<file path="config.mk">
export PLATFORM = sky130hd
export DESIGN_NAME = drl_chain
export DESIGN_NICKNAME = d
export VERILOG_FILES = /design/src/rtl/drl_pkg.sv /design/src/rtl/drl_decode.sv /design/src/rtl/drl_cell.sv /design/src/rtl/drl_chain.sv
export SDC_FILE = /design/constraint.sdc
export NUM_CORES = 1
export LEC_CHECK = 0
export BUFFER_PORTS_ARGS = -buffer_cell sky130_fd_sc_hd__buf_4
export CORE_MARGIN = 3
export CORE_UTILIZATION = 40
export CTS_BUF_LIST = sky130_fd_sc_hd__clkbuf_16
export CTS_CLUSTER_DIAMETER = 80
export CTS_CLUSTER_SIZE = 25
export DETAILED_ROUTE_END_ITERATION = 8
export PLACE_DENSITY = 0.68
export SYNTH_ARGS = -nofsm -noshare
export SYNTH_HDL_FRONTEND = slang
export SYNTH_SLANG_ARGS = --single-unit
export TNS_END_PERCENT = 1
</file>
<file path="constraint.sdc">
create_clock -name clk -period 1.3 [get_ports clk]
set_input_delay 0.195 -clock clk [delete_from_list [all_inputs] [get_ports clk]]
set_output_delay 0.195 -clock clk [all_outputs]
set_load 0.02 [all_outputs]
</file>
<file path="src/rtl/drl_pkg.sv">
package drl_pkg;
  typedef logic [1:0] rail_t;

  // rails {r1, r0}: value on r1, phase = r1 ^ r0
  function automatic rail_t rail_pack(input logic value, input logic phase);
    return {value, value ^ phase};
  endfunction
endpackage

</file>
<file path="src/rtl/drl_decode.sv">
module drl_decode
  import drl_pkg::*;
(
  input  rail_t rail,
  output logic  phase,
  output logic  value
);
  assign phase = rail[1] ^ rail[0];
  assign value = rail[0] ^ phase;
endmodule

</file>
<file path="src/rtl/drl_cell.sv">
module drl_cell
  import drl_pkg::*;
(
  input  logic  clk,
  input  logic  rst,
  input  logic  set_en,
  input  logic  set_phase,
  input  logic  set_value,
  input  rail_t d_in,
  input  logic  ack_in,
  output rail_t d_out,
  output logic  done
);
  rail_t held;
  logic  in_phase, in_value;
  logic  held_phase, held_value;
  logic  capture;

  drl_decode u_in_dec   (.rail(d_in), .phase(in_phase),   .value(in_value));
  drl_decode u_held_dec (.rail(held), .phase(held_phase), .value(held_value));

  assign capture = (in_phase != held_phase) && (held_phase == ack_in);

  always_ff @(posedge clk) begin
    if (rst)          held <= rail_pack(1'b0, 1'b0);
    else if (set_en)  held <= rail_pack(set_value, set_phase);
    else if (capture) held <= d_in;
  end

  assign d_out = held;
  assign done  = held_phase;

  // fresh input with consumed output is taken on the next edge
  a_r4_capture: assert property (@(posedge clk) disable iff (rst)
    (!set_en && in_phase != done && done == ack_in) |=>
      (done == $past(in_phase) && held_value == $past(in_value)));

  // unconsumed bit is held
  a_r5_hold_ack: assert property (@(posedge clk) disable iff (rst)
    (!set_en && done != ack_in) |=> $stable(d_out));

  // no fresh phase, no change
  a_r6_hold_same: assert property (@(posedge clk) disable iff (rst)
    (!set_en && in_phase == done) |=> $stable(d_out));

  // at most one wire moves per edge
  a_r3_one_wire: assert property (@(posedge clk) disable iff (rst)
    (!set_en) |=> ($countones(d_out ^ $past(d_out)) <= 1));

  // set loads chosen phase and value
  a_r10_set_load: assert property (@(posedge clk) disable iff (rst)
    set_en |=> (done == $past(set_phase) && held_value == $past(set_value)));
endmodule

</file>
<file path="src/rtl/drl_chain.sv">
module drl_chain
  import drl_pkg::*;
#(
  parameter int STAGES = 4
) (
  input  logic                  clk,
  input  logic                  rst,
  input  logic                  set_en,
  input  logic [STAGES-1:0]     set_phase,
  input  logic [STAGES-1:0]     set_value,
  input  logic [1:0]            head_rail,
  output logic                  head_done,
  input  logic                  tail_ack,
  output logic [1:0]            tail_rail,
  output logic                  tail_done,
  output logic [2*STAGES-1:0]   stage_rail
);
  localparam int LAST = STAGES - 1;

  rail_t             link [STAGES];
  logic [STAGES-1:0] dn;

  for (genvar k = 0; k < STAGES; k++) begin : g_cell
    rail_t cell_in;
    logic  cell_ack;
    if (k == 0) begin : g_head
      assign cell_in = head_rail;
    end else begin : g_mid_in
      assign cell_in = link[k-1];
    end
    if (k == LAST) begin : g_tail
      assign cell_ack = tail_ack;
    end else begin : g_mid_ack
      assign cell_ack = dn[k+1];
    end

    drl_cell u_cell (
      .clk       (clk),
      .rst       (rst),
      .set_en    (set_en),
      .set_phase (set_phase[k]),
      .set_value (set_value[k]),
      .d_in      (cell_in),
      .ack_in    (cell_ack),
      .d_out     (link[k]),
      .done      (dn[k])
    );
    assign stage_rail[2*k +: 2] = link[k];
  end

  assign head_done = dn[0];
  assign tail_done = dn[LAST];
  assign tail_rail = link[LAST];

  // reset clears every cell
  a_r9_reset_clear: assert property (@(posedge clk)
    rst |=> (stage_rail == '0));

  // tail phase output agrees with tail rails
  a_r7_tail_phase: assert property (@(posedge clk) disable iff (rst)
    tail_done == (tail_rail[1] ^ tail_rail[0]));
endmodule

</file>
==> results of run 1 <==
==> worst max-delay path, cell delays in order (launching register included) <==
cell and delay [ps]:
dfxtp_2 330, xnor2_2 280, a21oi_1 130, o221a_2 250, o32ai_1 210
==> where the power goes <==
part / total [uW] / switching, uW / internal [uW]
Clock: 533 / 135 / 398
Sequential: 317 / 44.5 / 273
Combinational: 515 / 243 / 272
==> timing repair <==
item / CTS / global route
setup buffers: 0 / 3
pin swaps: 0 / 4
resized for setup: 7 / 11
endpoints found under the hold margin: 0 / 0
endpoints found under the setup margin: 7 / 10
gates cloned: 0 / 0
==> per-stage QoR <==
step / hold WS, ps / worst slack [ps] / instance area (um2) / TNS, ps
floorplan: 257 / -40.6 / 787 / -153
global placement: 420 / -22.6 / 1020 / -22.6
detailed placement: 422 / -90.9 / 1020 / -156
CTS: 173 / -18.1 / 1130 / -20.1
global route: 185 / -59.4 / 1200 / -304
finish: 169 / 2.60 / 1200 / 0
==> cell usage in the layout, fill, tap and decap left out, types with 2 or more instances in the layout <==
master,Yosys,layout
dfxtp_4,0,4
o21ai_0,3,2
xnor2_1,5,4
a311oi_1,2,2
nand2b_1,3,3
a21oi_1,9,9
a221oi_2,1,2
clkbuf_16,0,3
nand3_1,8,7
nor3_1,3,3
inv_1,6,6
a221oi_1,5,4
xnor2_4,0,2
o32ai_1,3,3
nor2_1,8,8
nand4b_1,2,2
nand2_1,3,3
dfxtp_2,0,3
buf_4,2,39
buf_6,2,2
==> worst min path at each step <==
stage	start	endpoint	slack [ps]	cells after the start
6_report	rst	g_cell[3].u_cell.d_out[1]	170	2
2_1_floorplan	rst	g_cell[3].u_cell.d_out[1]	260	1
3_5_place_dp	rst	g_cell[3].u_cell.d_out[1]	420	2
4_1_cts	rst	g_cell[3].u_cell.d_out[1]	170	2
5_1_grt	rst	g_cell[2].u_cell.d_out[1]	180	2
3_3_place_gp	rst	g_cell[3].u_cell.d_out[1]	420	2
==> per-layer routing <==
metal  GRT usage, %  vias to the layer above  share of wire (%)
li1               -                      435                  -
met1           23.2                      401                 46
met2           25.4                       20                 47
met3           6.23                        5                5.2
met4           7.83                        0                1.9
met5              0                        -                  0
==> layout make-up <==
type	count	area [um2]
flip-flops and latches	8	179
multi-input cells	75	574
repair buffers	41	315
well taps	25	31.3
inverters	6	22.5
clock buffers	3	75.1
fillers	153	586
==> cells by family (layout without fill, tap and decap cells) <==
family | Yosys count | after routing | synth area share, %
multiplexers | 1 | 1 | 1.28
XOR/XNOR | 8 | 8 | 10.9
AND/OR/NAND/NOR | 36 | 36 | 26.4
AO/OA/AOI/OAI | 30 | 30 | 28.1
flip-flops | 8 | 8 | 20.4
buffers and inverters | 16 | 50 | 12.9
==> out/results.ini, run 1 <==
[critical_path]
reg2reg_from=g_cell[1].u_cell.d_out[1]
critPathLaunch=g_cell[1].u_cell.d_out[1]
r2r-end=g_cell[0].u_cell.d_out[0]
cp.required_ps=1440
reg2reg_slack_ps=3
endpoint=g_cell[0].u_cell.d_out[0]
cp_max_fo=5
crit_type=register to register
reg2reg_depth=4
arrival_ps=1430
critPathCaptureType=register
start_kind=register

[synthesis]
syn_nets=113
syn_area_per_cell_um2=7.91
syn_inst=99
synth.distinct_cells=38
synth_top_area_share_pct=20.4
yosys_warnings=0
yosys_register_bits=8
netlist_area_um2=783
seq_area_frac_synth_pct=20.4
yosysTopAreaCell=dfxtp_1
synth.most_common_cell=a21oi_1
synth_flop_cell=dfxtp_1
yosys-top-cells-area=dfxtp_1 (20%), a21oi_1 (5.8%), a221oi_1 (5.6%), xnor2_1 (5.6%), nand3_1 (5.1%)
synthTopCellsByCount=a21oi_1 (9), dfxtp_1 (8), nand3_1 (8), nor2_1 (8), inv_1 (6)
synth-async-reset-ratio_pct=0
synth_enable_flop_cells=0

[global_routing]
grt_max_degree=16
grt.overflow.total=0
grt_antenna_before_repair=0
grt_pass1_vias=773
grt_first_pass_wirelength_mm=3.38
grt_use_total_pct=17.6

[detailed_routing]
ant_nets=0
post_drt_wl_per_cell_um=13.1
drc=0
via_count=861
vias_per_cell=5.45
drt-initial-drc-count=11
firstDrtPassIters=4
wl_mm=2.07

[run]
drv_cap=0

[pwr]
vdd_drop_max_mv=1.03
cellPowerDensity_nw_per_um2=1140
finalPower_uw=1370
leakage_uw=0.000507

[clock_network]
root_buffer=clkbuf_16
clkLatencyLatePin_ps=240
numCtsBuffers=3
clock_path_buffers=2
cts.sinks=8
cts_tree=yes
ctsHoldBuffers=0
htreeDepth=1
cts.reportedPaths.clkPinSlew_ps=40

[placed_design]
post-dp-hpwl_mm=1.45
gp_congestion=0.831
placed_cells=152
place.port_buffers=25

[layout]
largest_reg_flops=8
diodes=0
fin_nets=149
layout.cells.non_filler=158
fin_util_pct=67.2
drive_above_1_share_pct=48.1
area_growth_pct=52.9

[hold_path]
hold_path.class=input port to register

[floorplanning]
ios=26
core_area_um2=1780
die_area_um2=2530
die_h_um=50.3
initial_core_util_pct=43.9
row_count=15
die_w_um=50.3

[sta]
finalSetupViolCount=0
hold_viol=0
relSlewSlack_pct=80.4
fin_crit_ps=1300
fmax_mhz=771
period_share_pct=99.8
clock_skew_ps=1.22
rsz0062_at_grt=yes
max_slew.worst_pin.slew_ps=292
maxSlewViolCount=0

[outcome]
status=completed

Note: power is estimated with default switching activity, not from simulation.
==> run 2: changes to the inputs <==
--- a/config.mk
+++ b/config.mk
@@ -12,8 +12,9 @@
 export CTS_CLUSTER_DIAMETER = 80
 export CTS_CLUSTER_SIZE = 25
 export DETAILED_ROUTE_END_ITERATION = 8
-export PLACE_DENSITY = 0.68
+export PLACE_DENSITY = 0.7
 export SYNTH_ARGS = -nofsm -noshare
 export SYNTH_HDL_FRONTEND = slang
+export SYNTH_HIERARCHICAL = 1
 export SYNTH_SLANG_ARGS = --single-unit
 export TNS_END_PERCENT = 1
==> run 2 against run 1 <==
  * The run now ends with setup timing left
  * Wire length shrank 7.1%
  * Sequential power grew 17%
  * Largest power group is now combinational cells
  * Via count shrank 18%
  * Clock skew grew 3.1 ps
  * Non-clock buffer count grew 2
  * Synthesized cell count shrank 29%
  * Sequential share of layout area grew 0.32 points
  * Clock power shrank 2%
==> out/results.ini, run 2 <==
[detailed_routing]
vias_per_cell=5.54  ; +1.7%
via_count=704  ; -18%
ant_nets=0  ; unchanged
drt-initial-drc-count=6  ; -5
drc=0  ; unchanged
wl_mm=1.92  ; -7.1%
firstDrtPassIters=4  ; unchanged
post_drt_wl_per_cell_um=15.1  ; +16%

[critical_path]
reg2reg_from=g_cell[2].u_cell/d_out[1]
start_kind=register
slowest_delay_ps=480  ; +150 ps
critPathLaunch=g_cell[2].u_cell/d_out[1]
critPathTopFamily=simple AND/OR/NAND/NOR gates
cpMaxStageDelayCell=or4_4
crit_buf_inv=0  ; unchanged
path_cells=xor2_4 -> and3b_4 -> or4_4 -> o31ai_2
critPathCaptureType=register
arrival_ps=1540  ; +110 ps
crit_type=register to register
cp.required_ps=1440  ; about the same
cp_max_fo=4  ; -1

[floorplanning]
die_w_um=46.9  ; -6.6%
die_h_um=46.9  ; -6.6%
initial_core_util_pct=43.5  ; -0.42 points
row_count=14  ; -1
ios=26  ; unchanged
die_area_um2=2200  ; -13%
core_area_um2=1540  ; -14%

[layout]
area_growth_pct=85.8
num-fill-cells=105  ; -31%
layout_common_cells=buf_4 (42), mux2i_1 (8), dfxtp_4 (8)
diodes=0  ; unchanged
largest_reg_flops=8  ; unchanged
final-seq-area_um2=190  ; +6.3%
final_area_um2=1250  ; +4.1%
final_common_cell=buf_4
drive_above_1_share_pct=72.1  ; +24 points
fin_nets=126  ; -15%
multi_input_area_um2=631  ; +9.8%

[clock_network]
cts_tree=yes
htreeDepth=1  ; unchanged
clkLatencyLatePin_ps=230  ; about the same
cts.reportedPaths.clkPinSlew_ps=40  ; about the same
numCtsBuffers=3  ; unchanged
clock_path_buffers=2  ; unchanged
root_buffer=clkbuf_16
cts.sinks=8  ; unchanged
ctsHoldBuffers=0  ; unchanged

[synthesis]
yosys_warnings=6  ; +6
syn_nets=84  ; -26%
syn_area_per_cell_um2=9.58  ; +21%
syn_inst=70  ; -29%
netlist_area_um2=671  ; -14%

[sta]
clock_skew_ps=4.28  ; +3.05 ps
finalSetupViolCount=8  ; +8
hold_viol=0  ; unchanged
setup_slack_ps=-106  ; -109 ps
fin_hold_ws_ps=223  ; +53.7 ps
maxSlewViolCount=0  ; unchanged
rsz0062_at_grt=yes
fmax_mhz=711  ; -7.7%
max_slew.worst_pin.slew_ps=294  ; +2.04 ps
period_share_pct=108  ; +8.4 points
fin_crit_ps=1410  ; +109 ps
relSlewSlack_pct=80.2  ; -0.22 points

[placed_design]
gp_congestion=0.759  ; -8.7%
place.port_buffers=25  ; unchanged
pre_cts_ws_ps=-141  ; -50.0 ps
dpl_cell_area_um2=1050  ; +2.3%
post-dp-hpwl_mm=1.34  ; -7.4%

[global_routing]
grt_antenna_before_repair=0  ; unchanged
grt_max_degree=25  ; +9
grt_use_total_pct=18.4  ; +0.77 points
grt_pass1_vias=696  ; -10%
grt.overflow.total=0  ; unchanged
grt_first_pass_wirelength_mm=2.85  ; -16%

[hold_path]
hold_path.startpoint=rst
hold_path.class=input port to register

[run]
drv_cap=0  ; unchanged

[pwr]
cellPowerDensity_nw_per_um2=1360  ; +20%
vdd_drop_max_mv=1.03  ; +0.29%
leakage_uw=0.000548  ; +8.1%

[outcome]
status=finished with violations
violations=setup timing

run 2: power by group:
part / internal (uW) / leakage [uW] / switching (uW)
Sequential: 295 / 0.0000713 / 76.0
Combinational: 435 / 0.000434 / 371
Clock: 401 / 0.0000423 / 122
Total: 1130 / 0.000548 / 569
run 2: final cells by class:
| type | instances | share of cell area, % |
|---|---|---|
| tap | 16 | 1.61 |
| clock buffer | 3 | 6.02 |
| timing repair buffer | 43 | 26.2 |
| multi-input combinational | 56 | 50.6 |
| clock inverter | 1 | 0.301 |
| sequential | 8 | 15.3 |
run 2: repair_timing:
action / 4_1_cts / 5_1_grt
pin swaps: 4 / 5
setup buffers: 0 / 1
resized for setup: 7 / 13
endpoints found under the setup margin: 8 / 8
gates cloned: 0 / 0
run 2: metrics by stage:
step	std cells	setup TNS [ps]	util [%]	total power, uW
after global routing	127	-1020	80.8	1790
final	127	-546	80.8	1700
after floorplan	70	-417	-	755
after detailed placement	122	-627	68.0	1050
after CTS	126	-537	75.7	1620
after global placement	122	-542	68.0	1040
run 2: metal layers:
metal | track usage, % | vias to the layer above | part of all wire (%)
li1 | - | 342 | -
met1 | 21.2 | 339 | 40
met2 | 32.2 | 21 | 54
met3 | 4.21 | 2 | 4.4
met4 | 7.73 | 0 | 0.99
met5 | 0 | - | 0
run 2: final timing paths:
| check | endpoint | slack [ps] | cells after the start |
|---|---|---|---|
| worst min register to register | g_cell[3].u_cell/d_out[0] | 640 | 2 |
| worst max register to register | g_cell[2].u_cell/d_out[0] | -110 | 4 |
| worst min-delay path | g_cell[0].u_cell/d_out[1] | 220 | 2 |
| worst max-delay path | g_cell[2].u_cell/d_out[0] | -110 | 4 |
==> run 3: changes to the inputs <==
--- a/config.mk
+++ b/config.mk
@@ -6,15 +6,16 @@
 export NUM_CORES = 1
 export LEC_CHECK = 0
 export BUFFER_PORTS_ARGS = -buffer_cell sky130_fd_sc_hd__buf_4
+export CAP_MARGIN = 5
 export CORE_MARGIN = 3
 export CORE_UTILIZATION = 40
 export CTS_BUF_LIST = sky130_fd_sc_hd__clkbuf_16
 export CTS_CLUSTER_DIAMETER = 80
 export CTS_CLUSTER_SIZE = 25
 export DETAILED_ROUTE_END_ITERATION = 8
-export PLACE_DENSITY = 0.7
+export PLACE_DENSITY = 0.68
+export SKIP_LAST_GASP = 1
 export SYNTH_ARGS = -nofsm -noshare
 export SYNTH_HDL_FRONTEND = slang
-export SYNTH_HIERARCHICAL = 1
 export SYNTH_SLANG_ARGS = --single-unit
 export TNS_END_PERCENT = 1
==> run 3 against run 2 <==
  * The flow now finishes without violations
  * Power shrank 20%
  * Register-to-register slack improved by 110 ps
  * Critical endpoint is now g_cell[0].u_cell.d_out[0]
  * Critical path type unchanged
  * Critical path depth unchanged
  * Count of clock-buffer cells in the layout is the same
  * Largest cell class unchanged
  * Fmax rose by 8.4%
==> out/results.ini, run 3 (synthesis results as in run 1) <==
[layout]
largest_reg_flops=8  ; unchanged
fin_nets=149  ; +18%
layout_common_cells=buf_4 (40), a21oi_1 (9), nor2_1 (8), nand3_1 (8), inv_1 (6)
final_common_cell=buf_4
final_area_um2=1170  ; -5.7%
diodes=0  ; unchanged
final-seq-area_um2=176  ; -7.2%
drive_above_1_share_pct=45.9  ; -26 points
num-fill-cells=156  ; +49%
multi_input_area_um2=558  ; -12%
area_growth_pct=50.0

[pwr]
cellPowerDensity_nw_per_um2=1150  ; -15%
vdd_drop_max_mv=1.02  ; -1.1%
leakage_uw=0.000502  ; -8.5%
finalPower_uw=1360  ; -20%

[critical_path]
cp.required_ps=1440  ; about the same
critPathCaptureType=register
cp_max_fo=5  ; +1
arrival_ps=1430  ; -110 ps
crit_type=register to register
start_kind=register

[global_routing]
grt.overflow.total=0  ; unchanged
grt_max_degree=16  ; -36%
grt_pass1_vias=762  ; +9.5%
grt_antenna_before_repair=0  ; unchanged
grt_use_total_pct=17.4  ; -0.95 points
grt_first_pass_wirelength_mm=3.34  ; +17%

[detailed_routing]
drt-initial-drc-count=15  ; +9
ant_nets=0  ; unchanged
firstDrtPassIters=4  ; unchanged
via_count=868  ; +23%
wl_mm=2.05  ; +6.5%
vias_per_cell=5.49  ; -0.90%
drc=0  ; unchanged
post_drt_wl_per_cell_um=13.0  ; -14%

[sta]
setup_slack_ps=2.20  ; +108 ps
finalSetupViolCount=0  ; -8
fmax_mhz=771  ; +8.4%
maxSlewViolCount=0  ; unchanged
fin_crit_ps=1300  ; -108 ps
hold_viol=0  ; unchanged
max_slew.worst_pin.slew_ps=279  ; -15.1 ps
period_share_pct=99.8  ; -8.3 points
clock_skew_ps=3.37  ; -0.907 ps
relSlewSlack_pct=81.3  ; +1.1 points
rsz0062_at_grt=yes
fin_tns_setup_ps=0  ; +546 ps

[clock_network]
cts.sinks=8  ; unchanged
clock_path_buffers=2  ; unchanged
ctsHoldBuffers=0  ; unchanged
clkLatencyLatePin_ps=240  ; about the same
cts.reportedPaths.clkPinSlew_ps=40  ; about the same
htreeDepth=1  ; unchanged
root_buffer=clkbuf_16
numCtsBuffers=3  ; unchanged
cts_tree=yes

[floorplanning]
core_area_um2=1780  ; +16%
ios=26  ; unchanged
row_count=15  ; +1
initial_core_util_pct=43.9  ; +0.42 points
die_w_um=50.3  ; +7.0%
die_area_um2=2530  ; +15%
die_h_um=50.3  ; +7.0%

[hold_path]
hold_path.class=input port to register

[placed_design]
place.port_buffers=25  ; unchanged
pre_cts_ws_ps=-90.9  ; +50.0 ps
post-dp-hpwl_mm=1.45  ; +8.0%
gp_congestion=0.831  ; +9.5%
dpl_cell_area_um2=1020  ; -2.3%

[outcome]
status=completed

[run]
drv_cap=0  ; unchanged

run 3: cell types whose count changed in the layout (fill, tap and decap cells not counted), sizes merged, moves of 5 or more:
cell,before,now
xor2,12,1
a21oi,0,9
nand3,0,8
nor2,0,8
mux2i,8,1
xnor2,0,7
a221oi,0,6
inv,1,6
nor3,8,3
run 3: critical path: stages (launching register included):
cell and delay (ps):
dfxtp_2 330, xnor2_2 270, a21oi_1 130, o221a_2 250
o32ai_1 200
run 3: final timing paths:
check	startpoint	to	slack, ps	cells after the start
hold / removal	rst	g_cell[2].u_cell.d_out[1]	170	2
hold reg to reg	g_cell[1].u_cell.d_out[0]	g_cell[1].u_cell.d_out[0]	670	3
setup reg to reg	g_cell[1].u_cell.d_out[1]	g_cell[0].u_cell.d_out[0]	2	4
setup / recovery	g_cell[1].u_cell.d_out[1]	g_cell[0].u_cell.d_out[0]	2	4
run 3: through the flow:
| stage | cells | hold WS (ps) | util (%) |
|---|---|---|---|
| 3_3_place_gp | 152 | 420 | 57.5 |
| 3_5_place_dp | 152 | 422 | 57.5 |
| 4_1_cts | 155 | 173 | 62.2 |
| 2_1_floorplan | 99 | 257 | - |
| 6_report | 158 | 168 | 65.9 |
| 5_1_grt | 158 | 185 | 65.9 |
run 3: metal layers:
metal  GRT usage [%]  routed length [um]  up-vias
li1                -                   -      438
met1            23.0                 932      402
met2            25.0                 963       23
met3            6.23                 114        5
met4            7.83                  39        0
met5               0                   0        -
run 3: where the power goes:
| group | leakage (uW) | total, uW | internal (uW) | switching [uW] |
|---|---|---|---|---|
| registers | 0.0000695 | 318 | 273 | 44.4 |
| clock network | 0.0000370 | 539 | 398 | 140 |
| logic | 0.000395 | 500 | 264 | 236 |
| total | 0.000502 | 1360 | 935 | 421 |
run 3: repair_timing:
item                       in CTS  in global routing
pin swaps                       0                  2
setup endpoints to repair       7                 10
resized for setup               3                  9
setup buffers                   0                  3
run 3: cell type report:
cell class	instances	share of cell area, %
inverter	6	1.92
multi-input combinational	75	47.5
timing repair buffer	41	26.5
clock buffer	3	6.39
sequential	8	15.0
tap	25	2.66
